### config.mk
export PLATFORM = sky130hd
export DESIGN_NAME = dual_recirc_shreg
export DESIGN_NICKNAME = d
export VERILOG_FILES = /design/src/rtl/drs_pkg.sv /design/src/rtl/drs_feed_sel.sv /design/src/rtl/drs_lane.sv /design/src/rtl/drs_pos_counter.sv /design/src/rtl/dual_recirc_shreg.sv
export SDC_FILE = /design/constraint.sdc
export NUM_CORES = 1
export LEC_CHECK = 0
export BUFFER_PORTS_ARGS = -buffer_cell sky130_fd_sc_hd__buf_2
export CORE_MARGIN = 4
export CORE_UTILIZATION = 60
export DETAILED_ROUTE_END_ITERATION = 6
export PLACE_DENSITY_LB_ADDON = 0.2
export SLEW_MARGIN = 20
export SYNTH_ARGS = -nofsm -noshare
export SYNTH_HDL_FRONTEND = slang
export SYNTH_SLANG_ARGS = --single-unit
### constraint.sdc
create_clock -name clk -period 3.9 [get_ports clk]
set_clock_uncertainty 0.1 [all_clocks]
set_input_delay 0.39 -clock clk [delete_from_list [all_inputs] [get_ports clk]]
set_output_delay 0.39 -clock clk [all_outputs]
set_load 0.02 [all_outputs]
### src/rtl/drs_pkg.sv
package drs_pkg;

    // Per-register control meaning
    typedef enum logic {
        DRS_RECIRC = 1'b0,
        DRS_WRITE  = 1'b1
    } drs_mode_e;

    // Sampled control for one register
    typedef struct packed {
        drs_mode_e mode;
        logic      din;
    } drs_ctrl_t;

    // Choose the bit that enters the head of a register
    function automatic logic drs_pick(drs_ctrl_t c, logic tail);
        return (c.mode == DRS_WRITE) ? c.din : tail;
    endfunction

    // Counter width for a modulo-n count
    function automatic int unsigned drs_cnt_w(int unsigned n);
        return (n <= 1) ? 1 : $clog2(n);
    endfunction

endpackage

### src/rtl/drs_feed_sel.sv
module drs_feed_sel
    import drs_pkg::*;
(
    input  drs_ctrl_t ctrl,
    input  logic      tail,
    output logic      feed
);
    assign feed = drs_pick(ctrl, tail);
endmodule

### src/rtl/drs_lane.sv
module drs_lane
    import drs_pkg::*;
#(
    parameter int unsigned LEN = 128
) (
    input  logic      clk,
    input  logic      clr,
    input  drs_ctrl_t ctrl,
    output logic      dout,
    output logic      head
);
    localparam int unsigned TOP = LEN - 1;

    logic [TOP:0] stor;
    logic         feed;

    drs_feed_sel u_sel (
        .ctrl (ctrl),
        .tail (stor[TOP]),
        .feed (feed)
    );

    // Index 0 is the head, index TOP is the output end
    always_ff @(posedge clk) begin
        if (clr) begin
            stor <= '0;
        end else begin
            stor <= {stor[TOP-1:0], feed};
        end
    end

    assign dout = stor[TOP];
    assign head = stor[0];
endmodule

### src/rtl/drs_pos_counter.sv
module drs_pos_counter #(
    parameter int unsigned LEN   = 128,
    parameter int unsigned POS_W = 7
) (
    input  logic             clk,
    input  logic             clr,
    output logic [POS_W-1:0] pos
);
    localparam logic [POS_W-1:0] LAST = POS_W'(LEN - 1);

    always_ff @(posedge clk) begin
        if (clr || pos == LAST) begin
            pos <= '0;
        end else begin
            pos <= pos + 1'b1;
        end
    end
endmodule

### src/rtl/dual_recirc_shreg.sv
module dual_recirc_shreg
    import drs_pkg::*;
#(
    parameter int unsigned LEN      = 128,
    parameter int unsigned NUM_REGS = 2,
    localparam int unsigned POS_W   = drs_cnt_w(LEN)
) (
    input  logic                clk,
    input  logic                clr,
    input  logic [NUM_REGS-1:0] mode,
    input  logic [NUM_REGS-1:0] din,
    output logic [NUM_REGS-1:0] dout,
    output logic [POS_W-1:0]    pos
);
    logic [NUM_REGS-1:0] head_bit;

    for (genvar g = 0; g < NUM_REGS; g++) begin : g_lane
        drs_ctrl_t ctrl;
        assign ctrl.mode = drs_mode_e'(mode[g]);
        assign ctrl.din  = din[g];

        drs_lane #(.LEN(LEN)) u_lane (
            .clk  (clk),
            .clr  (clr),
            .ctrl (ctrl),
            .dout (dout[g]),
            .head (head_bit[g])
        );
    end

    drs_pos_counter #(.LEN(LEN), .POS_W(POS_W)) u_pos (
        .clk (clk),
        .clr (clr),
        .pos (pos)
    );
endmodule

==> out/metrics.cfg, run 1 <==
[clocking]
post-cts-setup-buffer-count = 0
tritoncts = built
post_cts_clock_slew_at_the_launch_and_capture_registers_of_the_worst_setup_and_hold_paths_ns = 0.06
cts_num_sinks = 263
cts_buffers = 23
cts_buffer_depth = 3
cts_repair_resize_count = 0
clkLatencyLatePin_ns = 0.49
cts-root-buf = sky130_fd_sc_hd__clkbuf_16
cts_max_level = 1
cts-hold-fix-buffers = 0

[critical_path]
crit_arrival_ns = 1.14
critical_path.cell_chain = buf_2
crit_path_start_kind = flip-flop
regToRegEndpoint = u_pos.pos[6]$_SDFF_PP0_
crit_path_top_delay_cell = sky130_fd_sc_hd__dfxtp_1
critical_path.top_delay_family = flip-flops
rr_worst_depth = 4
critical_path.endpoint_type = output port
timing_worst_setup_path_type = flip-flop to output port
max_stage_delay_ns = 0.45
critical_path_required_ns = 3.41
worst-path-max-fanout = 6
regToRegSetupSlack_ns = 2.48
regToRegStartpoint = u_pos.pos[0]$_SDFF_PP0_
critical_path.n_buffers_inverters = 1

[timing]
worst_slew_pin_slew_ns = 0.642
number_of_max_slew_violations_in_the_final_report = 0
timing.final.ws_setup_ns = 2.27
max_freq_ghz = 0.613
timing.final.crit_share = 0.418
finalHoldViolCount = 0
final_period_minus_worst_setup_slack_ns = 1.63
setup_viol = 0
rsz0062_at_grt = false
rel_slew_slack = 0.572
total_negative_slack_for_setup_checks_ns = 0
fin_worst_hold_slack_ns = 0.0566

[logic_synthesis]
ys_seq_area_frac = 0.736
synthesis.area_um2 = 7160
netlist_top_cells_area = sky130_fd_sc_hd__dfxtp_1 (74%), sky130_fd_sc_hd__nor2b_1 (22%), sky130_fd_sc_hd__clkbuf_1 (1.3%), sky130_fd_sc_hd__nor2_1 (0.37%), sky130_fd_sc_hd__buf_2 (0.28%)
ys_types = 19
dominant_cell_type_by_area_after_synthesis = sky130_fd_sc_hd__dfxtp_1
synth_seq_cells = 263
net_count_after_synthesis = 583
yosys.area.top_type_share = 0.736
avgSynthCellArea_um2 = 12.4
synth_warnings = 0
synthesis.instances = 576

[flow_run]
cap_violations = 0

[floorplan]
initial_core_util = 0.619
placementRows = 39
core_area_um2 = 11600
boundaryPins = 15
floorplan.die.width_um = 117
fp.dieArea_um2 = 13700
die_height_um = 117

[routing]
routed_wirelength_um = 8170
final_routed_wire_length_divided_by_cell_count_um = 11.0
drt_first_pass_iters = 4
via_count = 3302
antenna_violating_nets_post_route = 0
remaining_drc_errors = 0
vias_per_cell = 4.45
dr.first_iter.drc_count = 217

[min_path]
hold_end = g_lane[1].u_lane.stor[0]$_SDFF_PP0_
worstHoldPathType = primary input to flip-flop
hold_path.startpoint = din[1]
hold_path_stages = 3

[power]
ir_drop_v = 0.000459
fin_total_pwr_w = 0.00482
power_density_nw_per_um2 = 603
power.leakage_nw = 3.17

[finish]
n_antenna_cell = 0
post_synthesis_to_final_layout_area_growth_pct = 11.8
fillers = 828
finish.net_count = 593
stdcell_count = 742
drive_gt1_frac = 0.0801

[placement]
port_buffers = 14
place_worst_setup_slack_ns = 2.05
globalplace.congestion = 0.665
dp.final_hpwl_um = 4020
placed_cells_incl_taps = 704

[global_routing]
grtUsageTotal = 0.133
antenna_found_initial = 0
grt_start_max_net_pins = 111
overflow = 0
number_of_global_route_vias_before_repair = 3316
first_pass_grt_wire_length_um = 14900

[outcome]
result_of_the_run = finished clean

-- synthesized netlist by cell type --
library cell               number
sky130_fd_sc_hd__buf_4          2
sky130_fd_sc_hd__nor2_1         7
sky130_fd_sc_hd__a21oi_1        1
sky130_fd_sc_hd__a31oi_2        1
sky130_fd_sc_hd__o21bai_1       1
sky130_fd_sc_hd__mux2i_1        2
sky130_fd_sc_hd__nand3_1        4
sky130_fd_sc_hd__inv_1          1
sky130_fd_sc_hd__or3_1          2
sky130_fd_sc_hd__nand3_2        1
sky130_fd_sc_hd__clkbuf_1      25
sky130_fd_sc_hd__buf_2          4
sky130_fd_sc_hd__ha_1           1
sky130_fd_sc_hd__dfxtp_1      263
sky130_fd_sc_hd__o21ai_0        1
sky130_fd_sc_hd__nor2b_1      254
sky130_fd_sc_hd__xor2_1         2
sky130_fd_sc_hd__nand2_1        3
sky130_fd_sc_hd__xnor2_1        1
-- layer usage --
| layer | up-vias | wire length [um] | GRT usage |
|---|---|---|---|
| met4 | 0 | 185 | 0.0612 |
| met3 | 14 | 330 | 0.0324 |
| met1 | 1498 | 4400 | 0.194 |
| met5 | - | 0 | 0 |
| met2 | 40 | 3250 | 0.186 |
| li1 | 1750 | - | - |
-- state kept, by name, indices dropped and copies added, names as in the netlist --
name / cells
g_lane.u_lane.stor: 256
u_pos.pos: 7
-- how the worst max path moves through the flow --
stage,from,to,cells after the start
after global routing,u_pos.pos[2]$_SDFF_PP0_,pos[2],1
after floorplan,u_pos.pos[0]$_SDFF_PP0_,u_pos.pos[6]$_SDFF_PP0_,4
after detailed placement,clr,g_lane[0].u_lane.stor[111]$_SDFF_PP0_,3
final,u_pos.pos[2]$_SDFF_PP0_,pos[2],1
after CTS,u_pos.pos[2]$_SDFF_PP0_,pos[2],1
after global placement,clr,g_lane[0].u_lane.stor[2]$_SDFF_PP0_,3
-- stage by stage --
step / utilization / cell area [um2]
2_1_floorplan: - / 7160
3_3_place_gp: 0.632 / 7310
3_5_place_dp: 0.632 / 7310
4_1_cts: 0.692 / 8000
5_1_grt: 0.692 / 8000
6_report: 0.692 / 8000
-- final cells by class --
type                    instances  area (um2)  area share
clock inverters                 4        45.0     0.00563
multi-input cells             281        1760       0.220
clock buffers                  34         647      0.0808
flip-flops and latches        263        5270       0.658
inverters                       1        3.75    0.000469
repair buffers                 16         104      0.0130
well taps                     143         179      0.0224
-- cells by family (layout without fill, tap and decap cells) --
| family | count (synthesis) | after routing | synth area share |
|---|---|---|---|
| adder cells (fa/ha/maj) | 1 | 1 | 0.00175 |
| flip-flops | 263 | 263 | 0.736 |
| AO/OA/AOI/OAI | 4 | 4 | 0.00420 |
| buffers and inverters | 32 | 55 | 0.0185 |
| XOR/XNOR | 3 | 3 | 0.00367 |
| AND/OR/NAND/NOR | 271 | 271 | 0.233 |
| multiplexers | 2 | 2 | 0.00280 |
-- where the power goes --
group / internal [W] / switching, W
registers: 0.00269 / 0.00000494
clock network: 0.00121 / 0.000860
logic: 0.0000132 / 0.0000476
total: 0.00391 / 0.000913
-- layout by cell type (no fill, tap or decap), drive strengths merged, types with 2 or more instances in the layout --
master    n
dfxtp   263
nor2b   254
clkbuf   34
buf      16
nor2      7
nand3     5
nand2     3
clkinv    3
mux2i     2
or3       2
xor2      2
(Power assumes the default switching activity.)
==> run 2, diff against run 1 <==
- ABC_AREA: unset -> 1
- clock period: 3.9 -> 1.6 ns (I/O delays scaled with it)
==> run 2 against run 1 <==
Compared with the run above:
- synthesized cell count grew 45%
- die area grew 4.6%
- sequential share of layout area shrank 4.2 points
- largest power group unchanged
- flip-flop and latch count is the same
- routed wire length grew 18%
- clock power grew to 2.5 times the previous value
- highest routed layer unchanged
- cell area grew 6.8%
- area after synthesis grew 5.0%
- critical endpoint is now g_lane[0].u_lane.stor[0]$_SDFF_PP0_
==> out/metrics.cfg, run 2 <==
[outcome]
result_of_the_run = finished clean

[timing]
final_period_minus_worst_setup_slack_ns = 1.52
timing.final.crit_share = 0.951
setup_viol = 0
max_freq_ghz = 0.657
worst_slew_pin_slew_ns = 0.293
rsz0062_at_grt = false
timing.final.ws_setup_ns = 0.0789
rel_slew_slack = 0.805
finalHoldViolCount = 0
number_of_max_slew_violations_in_the_final_report = 0
total_negative_slack_for_setup_checks_ns = 0

[logic_synthesis]
synth-edff-count = 0
net_count_after_synthesis = 842
ys_seq_area_frac = 0.701
synth_warnings = 0
synthesis.area_um2 = 7510
compound_gate_portion_of_the_synthesized_area = 0.00716
synthesis.instances = 835
yosysMostFrequentCell = sky130_fd_sc_hd__dfxtp_1
netlist_top_cells_area = sky130_fd_sc_hd__dfxtp_1 (70%), sky130_fd_sc_hd__nor2_1 (13%), sky130_fd_sc_hd__inv_1 (13%), sky130_fd_sc_hd__buf_2 (1.9%), sky130_fd_sc_hd__a21oi_1 (0.27%)
yosys.area_share.xor_xnor = 0.00350
synth.mux.area_fraction = 0
synth.cells.most_frequent = sky130_fd_sc_hd__dfxtp_1 (263), sky130_fd_sc_hd__nor2_1 (262), sky130_fd_sc_hd__inv_1 (260)
combinational_family_with_the_most_area_after_synthesis = buffers and inverters
async_flop_share = 0
ys_types = 16
synth-adder-area-share = 0.00167
yosys_most_used_dff = sky130_fd_sc_hd__dfxtp_1
synth-simple-area-share = 0.136
synth_seq_cells = 263
yosys.area.top_type_share = 0.701
avgSynthCellArea_um2 = 9.00
dominant_cell_type_by_area_after_synthesis = sky130_fd_sc_hd__dfxtp_1

[min_path]
hold_path_stages = 2
hold_path.startpoint = g_lane[1].u_lane.stor[58]$_SDFF_PP0_
hold_end = g_lane[1].u_lane.stor[59]$_SDFF_PP0_
worstHoldPathType = flip-flop to flip-flop

[finish]
finish.net_count = 864
commonest_non_fill_non_tap_cell_in_the_layout = sky130_fd_sc_hd__dfxtp_1
n_antenna_cell = 0
largest_reg_flops = 256
stdcell_count = 1038
fillers = 923
drive_gt1_frac = 0.0690
layout_common_cells = sky130_fd_sc_hd__dfxtp_1 (263), sky130_fd_sc_hd__nor2_1 (262), sky130_fd_sc_hd__inv_1 (260), sky130_fd_sc_hd__clkbuf_16 (25), sky130_fd_sc_hd__buf_2 (13)
largest-register = g_lane.u_lane.stor
post_synthesis_to_final_layout_area_growth_pct = 13.8
reg.largest.list = g_lane.u_lane.stor: 256 flops, u_pos.pos: 7 flops

[floorplan]
placementRows = 40
core_area_um2 = 12100
floorplan.die.width_um = 120
die_height_um = 120
boundaryPins = 15
initial_core_util = 0.620
fp.dieArea_um2 = 14400

[routing]
final_routed_wire_length_divided_by_cell_count_um = 9.25
dr.first_iter.drc_count = 196
vias_per_cell = 4.12
antenna_violating_nets_post_route = 0
remaining_drc_errors = 0
routed_wirelength_um = 9600
drt_first_pass_iters = 4
via_count = 4281

[clocking]
cts_max_level = 1
cts_buffers = 25
post-cts-setup-buffer-count = 0
cts_buffer_depth = 3
post_cts_clock_slew_at_the_launch_and_capture_registers_of_the_worst_setup_and_hold_paths_ns = 0.06
tritoncts = built
cts-root-buf = sky130_fd_sc_hd__clkbuf_16
cts_num_sinks = 263
clkLatencyLatePin_ns = 0.49

[global_routing]
first_pass_grt_wire_length_um = 17500
overflow = 0
grtUsageTotal = 0.142
grt_start_max_net_pins = 56
antenna_found_initial = 0
number_of_global_route_vias_before_repair = 4266

[power]
power_density_nw_per_um2 = 1410
ir_drop_v = 0.000992
power.leakage_nw = 3.35

[placement]
placed_cells_incl_taps = 993
globalplace.congestion = 0.743
port_buffers = 14
dp.final_hpwl_um = 5620
place_worst_setup_slack_ns = 0.259

[critical_path]
crit_arrival_ns = 1.80
regToRegSetupSlack_ns = 0.26
crit_path_start_kind = primary input
critical_path_required_ns = 1.88
regToRegStartpoint = u_pos.pos[0]$_SDFF_PP0_
worst-path-max-fanout = 42
timing_worst_setup_path_type = primary input to flip-flop
regToRegEndpoint = u_pos.pos[2]$_SDFF_PP0_
critical_path.endpoint_type = flip-flop
rr_worst_depth = 4

[flow_run]
cap_violations = 0

run 2: changes by cell type after synthesis:
cell	delta
sky130_fd_sc_hd__inv_2	+1
sky130_fd_sc_hd__or3_1	-2
sky130_fd_sc_hd__o21ai_1	+2
sky130_fd_sc_hd__o21ai_4	+1
sky130_fd_sc_hd__a31oi_2	-1
sky130_fd_sc_hd__inv_1	+259
sky130_fd_sc_hd__nand3_1	-1
sky130_fd_sc_hd__buf_2	+24
sky130_fd_sc_hd__nor2_1	+255
sky130_fd_sc_hd__clkbuf_1	-25
sky130_fd_sc_hd__a21oi_1	+3
sky130_fd_sc_hd__nor2b_1	-254
sky130_fd_sc_hd__mux2i_1	-2
sky130_fd_sc_hd__o21ai_0	-1
run 2: worst max path at each step:
stage / start / end / slack [ns] / cells after the start
after CTS: clr / g_lane[0].u_lane.stor[0]$_SDFF_PP0_ / 0.05 / 6
after global placement: u_pos.pos[0]$_SDFF_PP0_ / u_pos.pos[4]$_SDFF_PP0_ / 0.37 / 4
final: clr / g_lane[0].u_lane.stor[0]$_SDFF_PP0_ / 0.08 / 6
after detailed placement: u_pos.pos[0]$_SDFF_PP0_ / u_pos.pos[0]$_SDFF_PP0_ / 0.26 / 4
after global routing: clr / g_lane[1].u_lane.stor[0]$_SDFF_PP0_ / 0.009 / 6
after floorplan: u_pos.pos[0]$_SDFF_PP0_ / u_pos.pos[3]$_SDFF_PP0_ / 0.24 / 4
run 2: area by class of cell:
| class | instances | area [um2] | area share |
|---|---|---|---|
| Sequential cell | 263 | 5270 | 0.616 |
| Multi-Input combinational cell | 281 | 1110 | 0.130 |
| Inverter | 261 | 980 | 0.115 |
| Clock buffer | 33 | 706 | 0.0826 |
| Timing Repair Buffer | 25 | 238 | 0.0278 |
| Tap cell | 168 | 210 | 0.0246 |
| Clock inverter | 7 | 35.0 | 0.00410 |
run 2: timing repair:
action | 4_1_cts | 5_1_grt
gates resized for setup | 0 | 2
endpoints found under the setup margin | 0 | 2
hold endpoints to repair | 37 | 0
hold buffers | 5 | 0
run 2: cells by family (layout without fill, tap and decap cells):
group	Yosys count	after routing
DFF	263	263
and+or+nand+nor	269	269
adders and majority gates	1	1
xor gates and xnor gates	3	3
AOI/OAI and AO/OA	8	8
buffers and inverters	291	326
run 2: power breakdown:
| group | switching, W | leakage [nW] | internal, W |
|---|---|---|---|
| clock | 0.00220 | 0.375 | 0.00306 |
| sequential | 0.0000104 | 2.12 | 0.00656 |
| combinational | 0.000123 | 0.860 | 0.0000576 |
| total | 0.00233 | 3.35 | 0.00968 |
run 2: worst max-delay path, cell delays in order:
cell	delay [ns]
sky130_fd_sc_hd__dlygate4sd3_1	0.56
sky130_fd_sc_hd__buf_8	0.29
sky130_fd_sc_hd__inv_2	0.11
sky130_fd_sc_hd__o21ai_1	0.09
sky130_fd_sc_hd__a21oi_1	0.05
sky130_fd_sc_hd__dlygate4sd3_1	0.54
run 2: per-stage QoR:
| step | power (W) | hold WS [ns] | utilization | instance area (um2) |
|---|---|---|---|---|
| finish | 0.0120 | 0.300 | 0.706 | 8550 |
| global route | 0.0125 | 0.313 | 0.706 | 8550 |
| CTS | 0.0122 | 0.301 | 0.705 | 8540 |
| detailed placement | 0.00689 | 0.263 | 0.640 | 7750 |
| global placement | 0.00688 | 0.253 | 0.640 | 7750 |
| floorplan | 0.00684 | 0.154 | - | 7510 |
run 2: per-layer routing:
layer  track usage  vias to the layer above  share of wire
li1              -                     2289              -
met4        0.0508                        0          0.030
met5             0                        -              0
met1         0.167                     1934           0.46
met3        0.0320                       28          0.032
met2         0.256                       30           0.48
